--- config.mk ---
export PLATFORM = sky130hd
export DESIGN_NAME = core_test_wrapper
export DESIGN_NICKNAME = d
export VERILOG_FILES = /design/src/rtl/ctw_pkg.sv /design/src/rtl/ctw_mode_ctrl.sv /design/src/rtl/ctw_boundary_chain.sv /design/src/rtl/ctw_bypass_reg.sv /design/src/rtl/core_test_wrapper.sv
export SDC_FILE = /design/constraint.sdc
export NUM_CORES = 1
export LEC_CHECK = 0
export BUFFER_PORTS_ARGS = -buffer_cell sky130_fd_sc_hd__buf_2
export CORE_UTILIZATION = 46
export CTS_CLUSTER_SIZE = 14
export DETAILED_ROUTE_END_ITERATION = 10
export GPL_ROUTABILITY_DRIVEN = 0
export HOLD_SLACK_MARGIN = 0.1
export PLACE_DENSITY = 0.77
export SYNTH_ARGS = -nofsm -noshare
export SYNTH_HDL_FRONTEND = slang
export SYNTH_SLANG_ARGS = --single-unit
--- constraint.sdc ---
create_clock -name clk -period 1.3 [get_ports clk]
set_input_delay 0.065 -clock clk [delete_from_list [all_inputs] [get_ports clk]]
set_output_delay 0.065 -clock clk [all_outputs]
set_load 0.02 [all_outputs]
--- src/rtl/ctw_pkg.sv ---
package ctw_pkg;

  typedef enum logic [1:0] {
    WM_FUNC = 2'b00,
    WM_CORE = 2'b01,
    WM_BYP  = 2'b10
  } wmode_e;

  typedef struct packed {
    logic shift;
    logic capture;
    logic update;
  } strobe_t;

  // Reserved select code folds onto functional operation.
  function automatic wmode_e decode_mode(input logic [1:0] sel);
    case (sel)
      2'b01:   return WM_CORE;
      2'b10:   return WM_BYP;
      default: return WM_FUNC;
    endcase
  endfunction

endpackage

--- src/rtl/ctw_mode_ctrl.sv ---
module ctw_mode_ctrl
  import ctw_pkg::*;
(
  input  logic       clk,
  input  logic       rst_n,
  input  logic [1:0] mode_sel,
  output wmode_e     mode_q,
  output logic       test_act,
  output logic       byp_act
);

  wmode_e mode_d;

  always_comb begin
    mode_d = decode_mode(mode_sel);
  end

  always_ff @(posedge clk or negedge rst_n) begin
    if (!rst_n) mode_q <= WM_FUNC;
    else        mode_q <= mode_d;
  end

  assign test_act = (mode_q == WM_CORE);
  assign byp_act  = (mode_q == WM_BYP);

endmodule

--- src/rtl/ctw_boundary_chain.sv ---
module ctw_boundary_chain
  import ctw_pkg::*;
#(
  parameter int CI_W = 8,
  parameter int CO_W = 8,
  parameter int TB_W = 2
) (
  input  logic            clk,
  input  logic            rst_n,
  input  logic            en,
  input  strobe_t         stb,
  input  logic [TB_W-1:0] tam_in,
  input  logic [CO_W-1:0] core_out,
  output logic [CI_W-1:0] in_hold_q,
  output logic [CO_W-1:0] out_hold_q,
  output logic [TB_W-1:0] tail
);

  localparam int IN_SLC  = CI_W / TB_W;
  localparam int OUT_SLC = CO_W / TB_W;

  logic [CI_W-1:0] in_sh_q, in_sh_d, in_shifted;
  logic [CO_W-1:0] out_sh_q, out_sh_d, out_shifted;
  logic            ld_cap, ld_shf, ld_upd;

  // Slice-wise shift path: input cells feed output cells, bottom first.
  for (genvar g = 0; g < IN_SLC; g++) begin : g_in_slc
    if (g == IN_SLC - 1) begin : g_top
      assign in_shifted[g*TB_W +: TB_W] = tam_in;
    end else begin : g_mid
      assign in_shifted[g*TB_W +: TB_W] = in_sh_q[(g+1)*TB_W +: TB_W];
    end
  end

  for (genvar g = 0; g < OUT_SLC; g++) begin : g_out_slc
    if (g == OUT_SLC - 1) begin : g_top
      assign out_shifted[g*TB_W +: TB_W] = in_sh_q[TB_W-1:0];
    end else begin : g_mid
      assign out_shifted[g*TB_W +: TB_W] = out_sh_q[(g+1)*TB_W +: TB_W];
    end
  end

  // Clock enables; capture wins over shift.
  assign ld_cap = en & stb.capture;
  assign ld_shf = en & stb.shift & ~stb.capture;
  assign ld_upd = en & stb.update;

  always_comb begin
    in_sh_d  = in_shifted;
    out_sh_d = ld_cap ? core_out : out_shifted;
  end

  always_ff @(posedge clk or negedge rst_n) begin
    if (!rst_n) begin
      in_sh_q <= '0;
    end else if (ld_shf) begin
      in_sh_q <= in_sh_d;
    end
  end

  always_ff @(posedge clk or negedge rst_n) begin
    if (!rst_n) begin
      out_sh_q <= '0;
    end else if (ld_cap | ld_shf) begin
      out_sh_q <= out_sh_d;
    end
  end

  always_ff @(posedge clk or negedge rst_n) begin
    if (!rst_n) begin
      in_hold_q  <= '0;
      out_hold_q <= '0;
    end else if (ld_upd) begin
      in_hold_q  <= in_sh_q;
      out_hold_q <= out_sh_q;
    end
  end

  assign tail = out_sh_q[TB_W-1:0];

endmodule

--- src/rtl/ctw_bypass_reg.sv ---
module ctw_bypass_reg #(
  parameter int TB_W = 2
) (
  input  logic            clk,
  input  logic            rst_n,
  input  logic            en,
  input  logic [TB_W-1:0] tam_in,
  output logic [TB_W-1:0] byp_q
);

  for (genvar b = 0; b < TB_W; b++) begin : g_bit
    always_ff @(posedge clk or negedge rst_n) begin
      if (!rst_n)  byp_q[b] <= 1'b0;
      else if (en) byp_q[b] <= tam_in[b];
    end
  end

endmodule

--- src/rtl/core_test_wrapper.sv ---
module core_test_wrapper
  import ctw_pkg::*;
#(
  parameter int CI_W = 8,
  parameter int CO_W = 8,
  parameter int TB_W = 2
) (
  input  logic            clk,
  input  logic            rst_n,
  input  logic [1:0]      mode_sel,
  input  logic            shift_en,
  input  logic            capture_en,
  input  logic            update_en,
  input  logic [TB_W-1:0] tam_in,
  output logic [TB_W-1:0] tam_out,
  input  logic [CI_W-1:0] func_core_in,
  output logic [CI_W-1:0] core_in,
  input  logic [CO_W-1:0] core_out,
  output logic [CO_W-1:0] chip_out
);

  wmode_e          mode_q;
  logic            test_act, byp_act;
  strobe_t         stb;
  logic [CI_W-1:0] in_hold;
  logic [CO_W-1:0] out_hold;
  logic [TB_W-1:0] chain_tail, byp_q;

  assign stb = '{shift: shift_en, capture: capture_en, update: update_en};

  ctw_mode_ctrl u_mode (
    .clk      (clk),
    .rst_n    (rst_n),
    .mode_sel (mode_sel),
    .mode_q   (mode_q),
    .test_act (test_act),
    .byp_act  (byp_act)
  );

  ctw_boundary_chain #(.CI_W(CI_W), .CO_W(CO_W), .TB_W(TB_W)) u_chain (
    .clk        (clk),
    .rst_n      (rst_n),
    .en         (test_act),
    .stb        (stb),
    .tam_in     (tam_in),
    .core_out   (core_out),
    .in_hold_q  (in_hold),
    .out_hold_q (out_hold),
    .tail       (chain_tail)
  );

  ctw_bypass_reg #(.TB_W(TB_W)) u_byp (
    .clk    (clk),
    .rst_n  (rst_n),
    .en     (byp_act),
    .tam_in (tam_in),
    .byp_q  (byp_q)
  );

  always_comb begin
    case (mode_q)
      WM_CORE: begin
        core_in  = in_hold;
        chip_out = out_hold;
        tam_out  = chain_tail;
      end
      WM_BYP: begin
        core_in  = in_hold;
        chip_out = out_hold;
        tam_out  = byp_q;
      end
      default: begin
        core_in  = func_core_in;
        chip_out = core_out;
        tam_out  = '0;
      end
    endcase
  end

endmodule

Yosys cells after proc, flatten, opt, wreduce, memory -nomap -nowiden
Cells that the tools add are included.
{"block": "word_totals", "reg_bits": 36, "input_bits": 25, "output_inout_bits": 18, "word_cells": 23}
{"block": "op_classes", "n_eq_ne": 4, "muxes": 5, "bitwise_logic": 6, "reduce_logical": 1}
{"cell": "two-way mux 8 bit", "n": 3}
{"cell": "case mux 2 bit (2 select lines)", "n": 2}
{"cell": "AND 1 bit", "n": 4}
{"cell": "== test 2 x 1 -> 1 bit (second input constant)", "n": 2}
{"cell": "== test 2 bit (second input constant)", "n": 2}
{"cell": "OR reduction 2 bit", "n": 1}
{"cell": "inverter 1 bit", "n": 1}
{"cell": "bitwise OR 1 bit", "n": 1}

Longest topological paths before layout
{"block": "logic_depth", "ltp_word": 4, "mapped_depth": 5, "mapped_depth_nobuf": 4}

Modules after synthesis
Synthesis repeated with hierarchy kept, for this count alone.
{"block": "unflattened", "cells_unflattened": 136, "hier_area_um2": 1818.0}
{"mod": "ctw_boundary_chain", "n_inst": 1, "cells_each": 100, "area_each_um2": 1363.8, "seq_area_each_um2": 800.8}
{"mod": "core_test_wrapper", "n_inst": 1, "cells_each": 26, "area_each_um2": 296.5, "seq_area_each_um2": 0.0}
{"mod": "ctw_mode_ctrl", "n_inst": 1, "cells_each": 6, "area_each_um2": 85.1, "seq_area_each_um2": 50.0}
{"mod": "ctw_bypass_reg", "n_inst": 1, "cells_each": 4, "area_each_um2": 72.6, "seq_area_each_um2": 50.0}

Worst setup path before layout
OpenSTA, ideal clock, no wires.
{"block": "synth_timing", "kind": "register -> output", "start": "register u_mode.mode_q[0]", "end": "output port chip_out[6]", "arrival_ns": 1.455, "t_required_ns": 1.235, "slack_ns": -0.220, "path_stages_with_launch": 6, "path_buffers": 2, "path_cell_list": "dfrtp_1 -> inv_1 -> ha_1 -> buf_2 -> buf_2 -> mux2_2"}
{"block": "synth_between", "elab_chain_cells": 3, "word_cells_on_any_way": 4, "cone_classes": "eq/ne: 2; mux: 1; reduce/logical: 1"}
{"element": "from (decl)", "line": "ctw_mode_ctrl.sv:7", "source": "output wmode_e mode_q,"}
{"element": "from (signal assigned)", "line": "ctw_mode_ctrl.sv:20", "source": "else mode_q <= mode_d;"}
{"element": "== test 2 bit / == test 2 x 1 -> 1 bit (equally long branches)", "line": "core_test_wrapper.sv:61", "source": "case (mode_q)"}
{"element": "OR reduction 2 bit (no line) *"}
{"element": "two-way mux 8 bit *", "line": "core_test_wrapper.sv:61"}
{"element": "to (decl)", "line": "core_test_wrapper.sv:19", "source": "output logic [CO_W-1:0] chip_out"}
Every way passes the cells marked *; elsewhere a longest branch is shown, timed or not.

Worst setup path after layout
{"block": "layout_timing", "start": "register u_mode.mode_q[1]", "end": "output port core_in[4]"}
{"block": "layout_between", "elab_chain_cells": 3, "word_cells_on_any_way": 4, "cone_classes": "eq/ne: 2; mux: 1; reduce/logical: 1"}
{"element": "== test 2 bit / == test 2 x 1 -> 1 bit (equally long branches)", "line": "core_test_wrapper.sv:61"}
{"element": "OR reduction 2 bit (no line) *"}
{"element": "two-way mux 8 bit *", "line": "core_test_wrapper.sv:61"}
{"element": "to (decl)", "line": "core_test_wrapper.sv:17", "source": "output logic [CI_W-1:0] core_in,"}
Marks and branches as above.

==> flow_summary.yaml <==
run:
  drv_cap: 0
grt:
  grt_pass1_vias: 1492
  grt_max_degree: 21
  antenna_found_initial: 0
  track_usage_pct: 24.2
  grt_use_met1_pct: 29.0
  globalRouteMet2Util_pct: 41.7
  gr-usage-met3_pct: 6.60
  top_usage_layer: "met2"
  grt_pass1_wl_um: 7510
  grt_overflow: 0
drt:
  wirelength_um: 4370
  drt-wirelength-per-cell_um: 17.4
  ant_nets: 0
  firstDrtPassIters: 4
  first_iter_violations: 50
  vias: 1338
  via_per_inst: 5.33
  post-route-drc-count: 0
setup_path:
  cp_common_cell: "buf_6"
  arrival_ps: 1640
  crit_chain: "ha_4 -> buf_6 -> mux2_4 -> buf_6"
  cp_max_fo: 5
  max_stage_delay_ps: 420
  cp-start-kind: "flip-flop"
  crit_type: "flip-flop to output pin"
  cp.required_ps: 1240
  worstSetupEndpointType: "output pin"
  slowest_stage: "dfrtp_1"
final_layout:
  final_util_pct: 72.5
  final_nets: 230
  antennaDiodeCount: 0
  syn2layout_area_growth_pct: 48.0
  final_layout_size_suffix_gt1_share_pct: 63.5
timing:
  setup_viol: 50
  hold_ws_ps: 136
  fmax_ghz: 0.586
  rsz0062_at_grt: "true"
  worstMarginPinSlew_ps: 419
  fin_ws_ps: -405
  fin_crit_ps: 1710
  post-route-period-util_pct: 131
  finalHoldViolCount: 0
  slew_headroom_pct: 72.0
  slew_violations: 0
  clock-skew-final_ps: 6.93
  tns_ps: -13850
logic_synthesis:
  syn_area_mm2: 0.00183
  post_synth_inst_count: 130
  syn_nets: 158
  ys_types: 21
  syn_avg_cell_area_um2: 14.1
  yosysWarningCount: 0
  ys_seq_elements: 36
  ys_seq_area_share_pct: 49.1
clocking:
  cts_buffers: 5
  clk-insertion-delay-late_ps: 290
  root_buffer: "clkbuf_8"
  h-tree-depth: 2
  clockBufferDepth: 2
  cts_tree: "built"
  cts_sinks: 36
  clk_pin_slew_ps: 70
place:
  dp_hpwl_um: 2850
  placement.io_buffers: 42
die:
  fp.dieW_um: 65.1
  die_area_mm2: 0.00424
  num_rows: 22
  fp.dieH_um: 65.1
  boundaryPins: 43
  initial_core_util_pct: 49.0
  core_mm2: 0.00374
worst_hold_path:
  worstHoldPathType: "primary input to flip-flop"
power:
  ir_worst_vdd_v: 0.00125
  p_leak_uw: 0.00137
  p_per_area_mw_per_mm2: 1380
status:
  violations: "negative setup slack"
  status: "complete, but fails checks"
[final cells by class]
| type | instances | area (um^2) |
|---|---|---|
| multi-input cells | 83 | 1000 |
| well taps | 48 | 60.1 |
| fillers | 249 | 1030 |
| inverters | 2 | 10.0 |
| flip-flops and latches | 36 | 901 |
| repair buffers | 74 | 651 |
| clock buffers | 8 | 90.1 |
[flip-flops by register name, summed over array words and instances (netlist names)]
name / cells
u_byp.byp_q: 2
u_chain.out_hold_q: 8
u_mode.mode_q: 2
u_chain.out_sh_q: 8
u_chain.in_hold_q: 8
u_chain.in_sh_q: 8
[through the flow]
stage	area, um^2	std cells	total power (uW)	worst slack [ps]
after floorplan	1890	130	2340	-51.3
after global placement	2210	227	2580	-144
after detailed placement	2210	227	2640	-203
after CTS	2690	248	3750	-373
after global routing	2710	251	3940	-448
final	2710	251	3750	-405
[critical path: cells and delay by family (launching register included)]
family	cells	cell delay, ps
adders and majority gates	1	330
muxes	1	310
DFF	1	420
buffers and inverters	2	280
[cell usage after synthesis, drive strengths merged]
cell type | count | area [um^2]
a21bo | 4 | 40.0
and3b | 1 | 8.76
inv | 2 | 7.51
nand3b | 1 | 11.3
buf | 9 | 63.8
nor2 | 2 | 7.51
ha | 3 | 37.5
o211ai | 4 | 30.0
mux2 | 42 | 529
and4b | 4 | 40.0
a311o | 4 | 40.0
dfrtp | 36 | 901
nand4b | 4 | 35.0
a22oi | 2 | 15.0
nand3 | 4 | 20.0
nor2b | 2 | 12.5
and3 | 4 | 25.0
nand2 | 2 | 10.0
[cell usage in the layout, fill, tap and decap left out]
cell type      netlist  layout
a311o_1              4       4
buf_8                0       1
inv_2                0       1
a22oi_2              0       2
nand2_4              0       1
buf_2                6      24
and3_1               4       4
buf_12               0       2
mux2_4              15      31
clkbuf_1             0       2
nor2_4               0       2
mux2_2              27      11
nor2b_1              2       2
a21bo_2              4       4
and3b_2              0       1
nand4b_1             4       4
clkbuf_8             0       6
buf_4                0      11
o211ai_1             4       4
buf_6                3      26
nand3_1              4       4
nand2_2              1       1
and4b_1              4       4
dfrtp_1             36      36
nand3b_4             0       1
inv_4                0       1
dlygate4sd3_1        0      10
ha_4                 0       3
[logic make-up (layout without fill, tap and decap cells)]
logic type | count (synthesis) | count (layout) | synth area share [%]
buffers and inverters | 11 | 84 | 3.89
and+or+nand+nor | 24 | 24 | 9.28
adders and majority gates | 3 | 3 | 2.05
AOI/OAI and AO/OA | 14 | 14 | 6.82
muxes | 42 | 42 | 28.9
DFF | 36 | 36 | 49.1
[per-layer routing]
metal  wire, um  vias to the layer above
met5          0                        -
met4        104                        0
met3        147                       11
met2       2260                       36
met1       1860                      664
li1           -                      627
[repair_timing]
action,CTS,global route
endpoints found under the setup margin,50,50
hold buffers,10,0
buffers inserted,2,3
hold endpoints to repair,46,0
gates resized for setup,73,0
pin swaps,5,0
cloned,1,0
[power breakdown]
group	internal, uW	total [uW]	switching (uW)
clock	432	827	395
sequential	1420	1640	219
combinational	816	1290	471
total	2670	3750	1080
[path summary, 6_finish.rpt]
check / startpoint / to / slack (ps) / cells past startpoint
setup / recovery: u_mode.mode_q[1] / core_in[4] / -410 / 4
hold / removal: core_out[0] / u_chain.out_sh_q[0] / 140 / 3
setup reg to reg: u_mode.mode_q[1] / u_chain.in_sh_q[3] / -270 / 7
hold reg to reg: u_chain.out_hold_q[7] / u_chain.out_hold_q[7] / 520 / 1
max in group asynchronous: rst_n / u_chain.in_hold_q[0] / 610 / 3
min in group asynchronous: rst_n / u_chain.out_hold_q[4] / 240 / 2
Note: power is estimated with default switching activity, not from simulation.
